--- config.mk ---
export PLATFORM = sky130hd
export DESIGN_NAME = gpio_ovr_port
export DESIGN_NICKNAME = d
export VERILOG_FILES = /design/src/rtl/gpio_ovr_pkg.sv /design/src/rtl/gpio_ovr_regs.sv /design/src/rtl/gpio_ovr_sync.sv /design/src/rtl/gpio_ovr_padmux.sv /design/src/rtl/gpio_ovr_port.sv
export SDC_FILE = /design/constraint.sdc
export NUM_CORES = 1
export LEC_CHECK = 0
export ABC_AREA = 1
export BUFFER_PORTS_ARGS = -buffer_cell sky130_fd_sc_hd__buf_4
export CELL_PAD_IN_SITES_DETAIL_PLACEMENT = 1
export CELL_PAD_IN_SITES_GLOBAL_PLACEMENT = 1
export CORE_AREA = 2 2 63 65
export CTS_CLUSTER_SIZE = 16
export DETAILED_ROUTE_END_ITERATION = 8
export DIE_AREA = 0 0 65 67
export GPL_TIMING_DRIVEN = 0
export PLACE_DENSITY_LB_ADDON = 0.1
export SYNTH_ARGS = -nofsm -noshare
export SYNTH_HDL_FRONTEND = slang
export SYNTH_SLANG_ARGS = --single-unit
--- constraint.sdc ---
create_clock -name clk -period 0.8 [get_ports clk]
set_input_delay 0.16 -clock clk [delete_from_list [all_inputs] [get_ports clk]]
set_output_delay 0.16 -clock clk [all_outputs]
set_load 0.02 [all_outputs]
--- src/rtl/gpio_ovr_pkg.sv ---
package gpio_ovr_pkg;
  localparam int unsigned ADDR_W = 2;
  localparam int unsigned DATA_W = 8;

  typedef enum logic [ADDR_W-1:0] {
    REG_PINS  = 2'd0,
    REG_LATCH = 2'd1,
    REG_DIR   = 2'd2,
    REG_NONE  = 2'd3
  } reg_sel_e;
endpackage

--- src/rtl/gpio_ovr_regs.sv ---
module gpio_ovr_regs
  import gpio_ovr_pkg::*;
#(
  parameter int unsigned NPINS = 5
) (
  input  logic              clk,
  input  logic              rst,
  input  logic [ADDR_W-1:0] addr,
  input  logic              we,
  input  logic [DATA_W-1:0] wdata,
  input  logic [NPINS-1:0]  pins_sync,
  output logic [NPINS-1:0]  tris_q,
  output logic [NPINS-1:0]  lat_q,
  output logic [DATA_W-1:0] rdata
);
  localparam int unsigned PAD_W = DATA_W - NPINS;

  reg_sel_e sel;
  logic     wr_lat;
  logic     wr_dir;

  assign sel    = reg_sel_e'(addr);
  assign wr_lat = we && (sel == REG_PINS || sel == REG_LATCH);
  assign wr_dir = we && (sel == REG_DIR);

  // Direction resets to all inputs
  always_ff @(posedge clk) begin
    if (rst) begin
      tris_q <= '1;
    end else if (wr_dir) begin
      tris_q <= wdata[NPINS-1:0];
    end
  end

  always_ff @(posedge clk) begin
    if (rst) begin
      lat_q <= '0;
    end else if (wr_lat) begin
      lat_q <= wdata[NPINS-1:0];
    end
  end

  always_comb begin
    unique case (sel)
      REG_PINS:  rdata = {{PAD_W{1'b0}}, pins_sync};
      REG_LATCH: rdata = {{PAD_W{1'b0}}, lat_q};
      REG_DIR:   rdata = {{PAD_W{1'b0}}, tris_q};
      default:   rdata = '0;
    endcase
  end
endmodule

--- src/rtl/gpio_ovr_sync.sv ---
module gpio_ovr_sync #(
  parameter int unsigned NPINS  = 5,
  parameter int unsigned STAGES = 2
) (
  input  logic             clk,
  input  logic             rst,
  input  logic [NPINS-1:0] d,
  output logic [NPINS-1:0] q
);
  genvar i;
  generate
    for (i = 0; i < NPINS; i++) begin : g_pin
      logic [STAGES-1:0] chain;
      always_ff @(posedge clk) begin
        if (rst) begin
          chain <= '0;
        end else begin
          chain <= {chain[STAGES-2:0], d[i]};
        end
      end
      assign q[i] = chain[STAGES-1];
    end
  endgenerate
endmodule

--- src/rtl/gpio_ovr_padmux.sv ---
module gpio_ovr_padmux #(
  parameter int unsigned NPINS = 5
) (
  input  logic [NPINS-1:0] tris_q,
  input  logic [NPINS-1:0] lat_q,
  input  logic [NPINS-1:0] per_sel,
  input  logic [NPINS-1:0] per_oe,
  input  logic [NPINS-1:0] per_dout,
  output logic [NPINS-1:0] pin_oe,
  output logic [NPINS-1:0] pin_out
);
  genvar i;
  generate
    for (i = 0; i < NPINS; i++) begin : g_pin
      // Peripheral enable only counts while the pin is taken over
      assign pin_oe[i]  = per_sel[i] ? per_oe[i]   : ~tris_q[i];
      assign pin_out[i] = per_sel[i] ? per_dout[i] : lat_q[i];
    end
  endgenerate
endmodule

--- src/rtl/gpio_ovr_port.sv ---
module gpio_ovr_port
  import gpio_ovr_pkg::*;
#(
  parameter int unsigned NPINS       = 5,
  parameter int unsigned SYNC_STAGES = 2
) (
  input  logic              clk,
  input  logic              rst,
  input  logic [ADDR_W-1:0] bus_addr,
  input  logic              bus_we,
  input  logic [DATA_W-1:0] bus_wdata,
  output logic [DATA_W-1:0] bus_rdata,
  input  logic [NPINS-1:0]  per_sel,
  input  logic [NPINS-1:0]  per_oe,
  input  logic [NPINS-1:0]  per_dout,
  output logic [NPINS-1:0]  per_din,
  input  logic [NPINS-1:0]  pin_in,
  output logic [NPINS-1:0]  pin_oe,
  output logic [NPINS-1:0]  pin_out
);
  logic [NPINS-1:0] pins_sync;
  logic [NPINS-1:0] tris_q;
  logic [NPINS-1:0] lat_q;

  gpio_ovr_sync #(.NPINS(NPINS), .STAGES(SYNC_STAGES)) u_sync (
    .clk (clk),
    .rst (rst),
    .d   (pin_in),
    .q   (pins_sync)
  );

  gpio_ovr_regs #(.NPINS(NPINS)) u_regs (
    .clk       (clk),
    .rst       (rst),
    .addr      (bus_addr),
    .we        (bus_we),
    .wdata     (bus_wdata),
    .pins_sync (pins_sync),
    .tris_q    (tris_q),
    .lat_q     (lat_q),
    .rdata     (bus_rdata)
  );

  gpio_ovr_padmux #(.NPINS(NPINS)) u_mux (
    .tris_q   (tris_q),
    .lat_q    (lat_q),
    .per_sel  (per_sel),
    .per_oe   (per_oe),
    .per_dout (per_dout),
    .pin_oe   (pin_oe),
    .pin_out  (pin_out)
  );

  assign per_din = pins_sync;
endmodule

==> results.md <==
- Failing checks: negative setup slack
- Drt first-iter violations: 12
- Most frequent standard cell in the layout excluding fill and tap cells: sky130_fd_sc_hd__buf_4
- GR Overflow Total: 0
- Highest fanout seen on the critical path: 3
- Synthesized cell area: 1020 µm²
- WL per Instance: 11.6 µm
- Net count of the finished layout: 231
- Vias in the first global route: 1,036
- DIE WIDTH: 65 µm
- Peak VDD IR: 0.617 mV
- Number of pins with negative max-slew slack in the final report: 0
- Required time of the critical path: 0.64 ns
- Crit end category: output port
- # diodes: 0
- Largest net degree at the start of global routing: 13
- Starting density of the core: 28.2%
- Drt drc: 0
- Number of nets with antenna violations after detailed routing: 0
- Leakage: 0.856 nW
- Total power per unit cell area: 1610 nW/µm²
- Height of the die: 67 µm
- Cts bufs inserted: 3
- Clock latency of the later-clocked register in the worst-skew pair: 0.25 ns
- Post-layout total power: 2.79 mW
- First-pass DRT Iterations: 4
- Number of distinct library cell variants in the gate-level netlist after synthesis: 18
- Final number of setup-violating endpoints: 20
- Via-per-instance ratio: 4.32
- Share of cells above drive strength 1: 61.4%
- Synth top area cells: sky130_fd_sc_hd__dfxtp_1, sky130_fd_sc_hd__nand2_1, sky130_fd_sc_hd__nor2_1
- Skew final: 0.00482 ns
- Global-route wire length before repair: 4.57 mm
- Synthesis-to-finish area growth: 70.4%
- Largest area contributor in the netlist: sky130_fd_sc_hd__dfxtp_1
- Fraction of the cycle the final worst path needs: 132%
- Number of standard cells after synthesis: 141
- Total clock sinks: 20
- Initial antenna violation count: 0
- CTS tree: done
- Row count: 22
- Most used cells in the layout excluding fill and tap cells: sky130_fd_sc_hd__buf_4, sky130_fd_sc_hd__buf_6, sky130_fd_sc_hd__nand2_1, sky130_fd_sc_hd__nor2_1, sky130_fd_sc_hd__nand2_2
- Maximum clock path buffer count: 2
- Io pins: 56
- Slack of the critical path: -0.259 ns
- Detailed Route WL: 2.83 mm
- Warning count from the yosys run: 0
- Standard cell area after detailed placement: 1470 µm²
- RSZ-0062 raised after global routing: yes
- Detailed placement HPWL: 2.12 mm
- Core area: 3610 µm²
- Routed vias: 1,059
- CTS clk-pin slew, worst paths: 0.08 ns
- Average size of a mapped cell: 7.21 µm²
- HP Class: input pin to register
- Critical Path Start Type: register
- Placed cell count: 239
- Combined global-route utilization of all metal layers: 13.7%
- Post-route insts no fill: 245
- End-of-flow core utilization: 48.0%
- Number of hold-repair buffers added at the cts stage: 0
- Number of synthesized register bits: 20
- # Max-Cap Violations: 0
- Non-Filler Cell Area, Final: 1730 µm²
- Outcome: finished with violations
- Crit path DAT: 0.90 ns
- Maximum level of the CTS H-tree: 1
- Die Area: 4360 µm²
- Highest Clock Rate: 944 MHz
- Period minus WS final: 1.06 ns
- Area fraction of the dominant cell type after synthesis: 39.4%
- Root buffer cell: sky130_fd_sc_hd__clkbuf_8
- Critical path type: register to output port
- Number of hold violations in the final report: 0
- Final estimated routing congestion in global placement: 0.768
- Count of port buffers added during placement: 48
- Fin Setup TNS: -4.25 ns
- Share of synthesized area occupied by flip-flops and latches: 39.4%
-- through the flow --
step | setup WS (ns) | hold slack [ns]
detailed placement | -0.231 | 0.370
CTS | -0.289 | 0.101
global placement | -0.235 | 0.359
global route | -0.324 | 0.106
floorplan | -0.0418 | 0.267
finish | -0.259 | 0.104
-- logic make-up (layout without fill, tap and decap cells) --
family | count (synthesis) | in the layout | share of synthesized area, %
simple gates | 80 | 80 | 39.8
buf+inv | 30 | 84 | 15.5
flops | 20 | 20 | 39.4
compound gates | 10 | 10 | 4.93
other cells | 1 | 3 | 0.369
-- where the power goes --
| group | internal, mW | switching [mW] | leakage [nW] |
|---|---|---|---|
| registers | 1.06 | 0.0453 | 0.167 |
| clock network | 0.667 | 0.318 | 0.0357 |
| logic | 0.356 | 0.350 | 0.653 |
-- critical path, cell delays in order (launching register included) --
cell	delay (ns)
sky130_fd_sc_hd__dfxtp_2	0.36
sky130_fd_sc_hd__inv_2	0.04
sky130_fd_sc_hd__o21ai_2	0.12
sky130_fd_sc_hd__buf_6	0.13
-- path summary, 6_finish.rpt --
kind / startpoint / end / slack (ns) / cells after the start
worst max-delay path: u_regs.lat_q[0] / pin_out[0] / -0.26 / 3
worst min-delay path: pin_in[0] / u_sync.g_pin[0].chain[0] / 0.10 / 3
worst max register to register: u_regs.tris_q[2] / u_regs.tris_q[2] / 0.11 / 3
worst min register to register: u_sync.g_pin[0].chain[0] / u_sync.g_pin[0].chain[1] / 0.41 / 2
-- flip-flops by register name, summed over array words and instances (netlist names) --
register	count
u_regs.lat_q	5
u_sync.g_pin.chain	10
u_regs.tris_q	5
-- Yosys cell counts --
library cell,instances
sky130_fd_sc_hd__nor2_8,1
sky130_fd_sc_hd__inv_1,16
sky130_fd_sc_hd__nand4_1,5
sky130_fd_sc_hd__nand3b_1,5
sky130_fd_sc_hd__nand3_2,5
sky130_fd_sc_hd__nand3_1,6
sky130_fd_sc_hd__nor2_1,20
sky130_fd_sc_hd__o21ai_0,10
sky130_fd_sc_hd__inv_4,2
sky130_fd_sc_hd__dfxtp_1,20
sky130_fd_sc_hd__nor2_2,1
sky130_fd_sc_hd__clkinv_1,1
sky130_fd_sc_hd__buf_6,1
sky130_fd_sc_hd__nand2_1,35
sky130_fd_sc_hd__buf_2,2
sky130_fd_sc_hd__conb_1,1
sky130_fd_sc_hd__nor2_4,2
sky130_fd_sc_hd__buf_4,8
-- cell type report --
| type | instances | area, µm² |
|---|---|---|
| fill | 435 | 1870 |
| multi-input combinational | 93 | 547 |
| tap | 48 | 60.1 |
| timing repair buffer | 50 | 447 |
| inverter | 19 | 76.3 |
| sequential | 20 | 422 |
| clock inverter | 1 | 30.0 |
| buffer | 11 | 109 |
| clock buffer | 3 | 41.3 |
-- layer usage --
layer	track usage, %	part of all wire [%]
met1	16.2	43
met2	25.1	51
met5	0	0
met4	3.99	0.60
met3	2.36	5.4
-- repair_timing --
item	4_1_cts	5_1_grt
pin swaps	9	4
resized for setup	48	19
endpoints found under the setup margin	20	20
endpoints found under the hold margin	0	0
buffers inserted	1	1
Note: power is estimated with default switching activity, not from simulation.
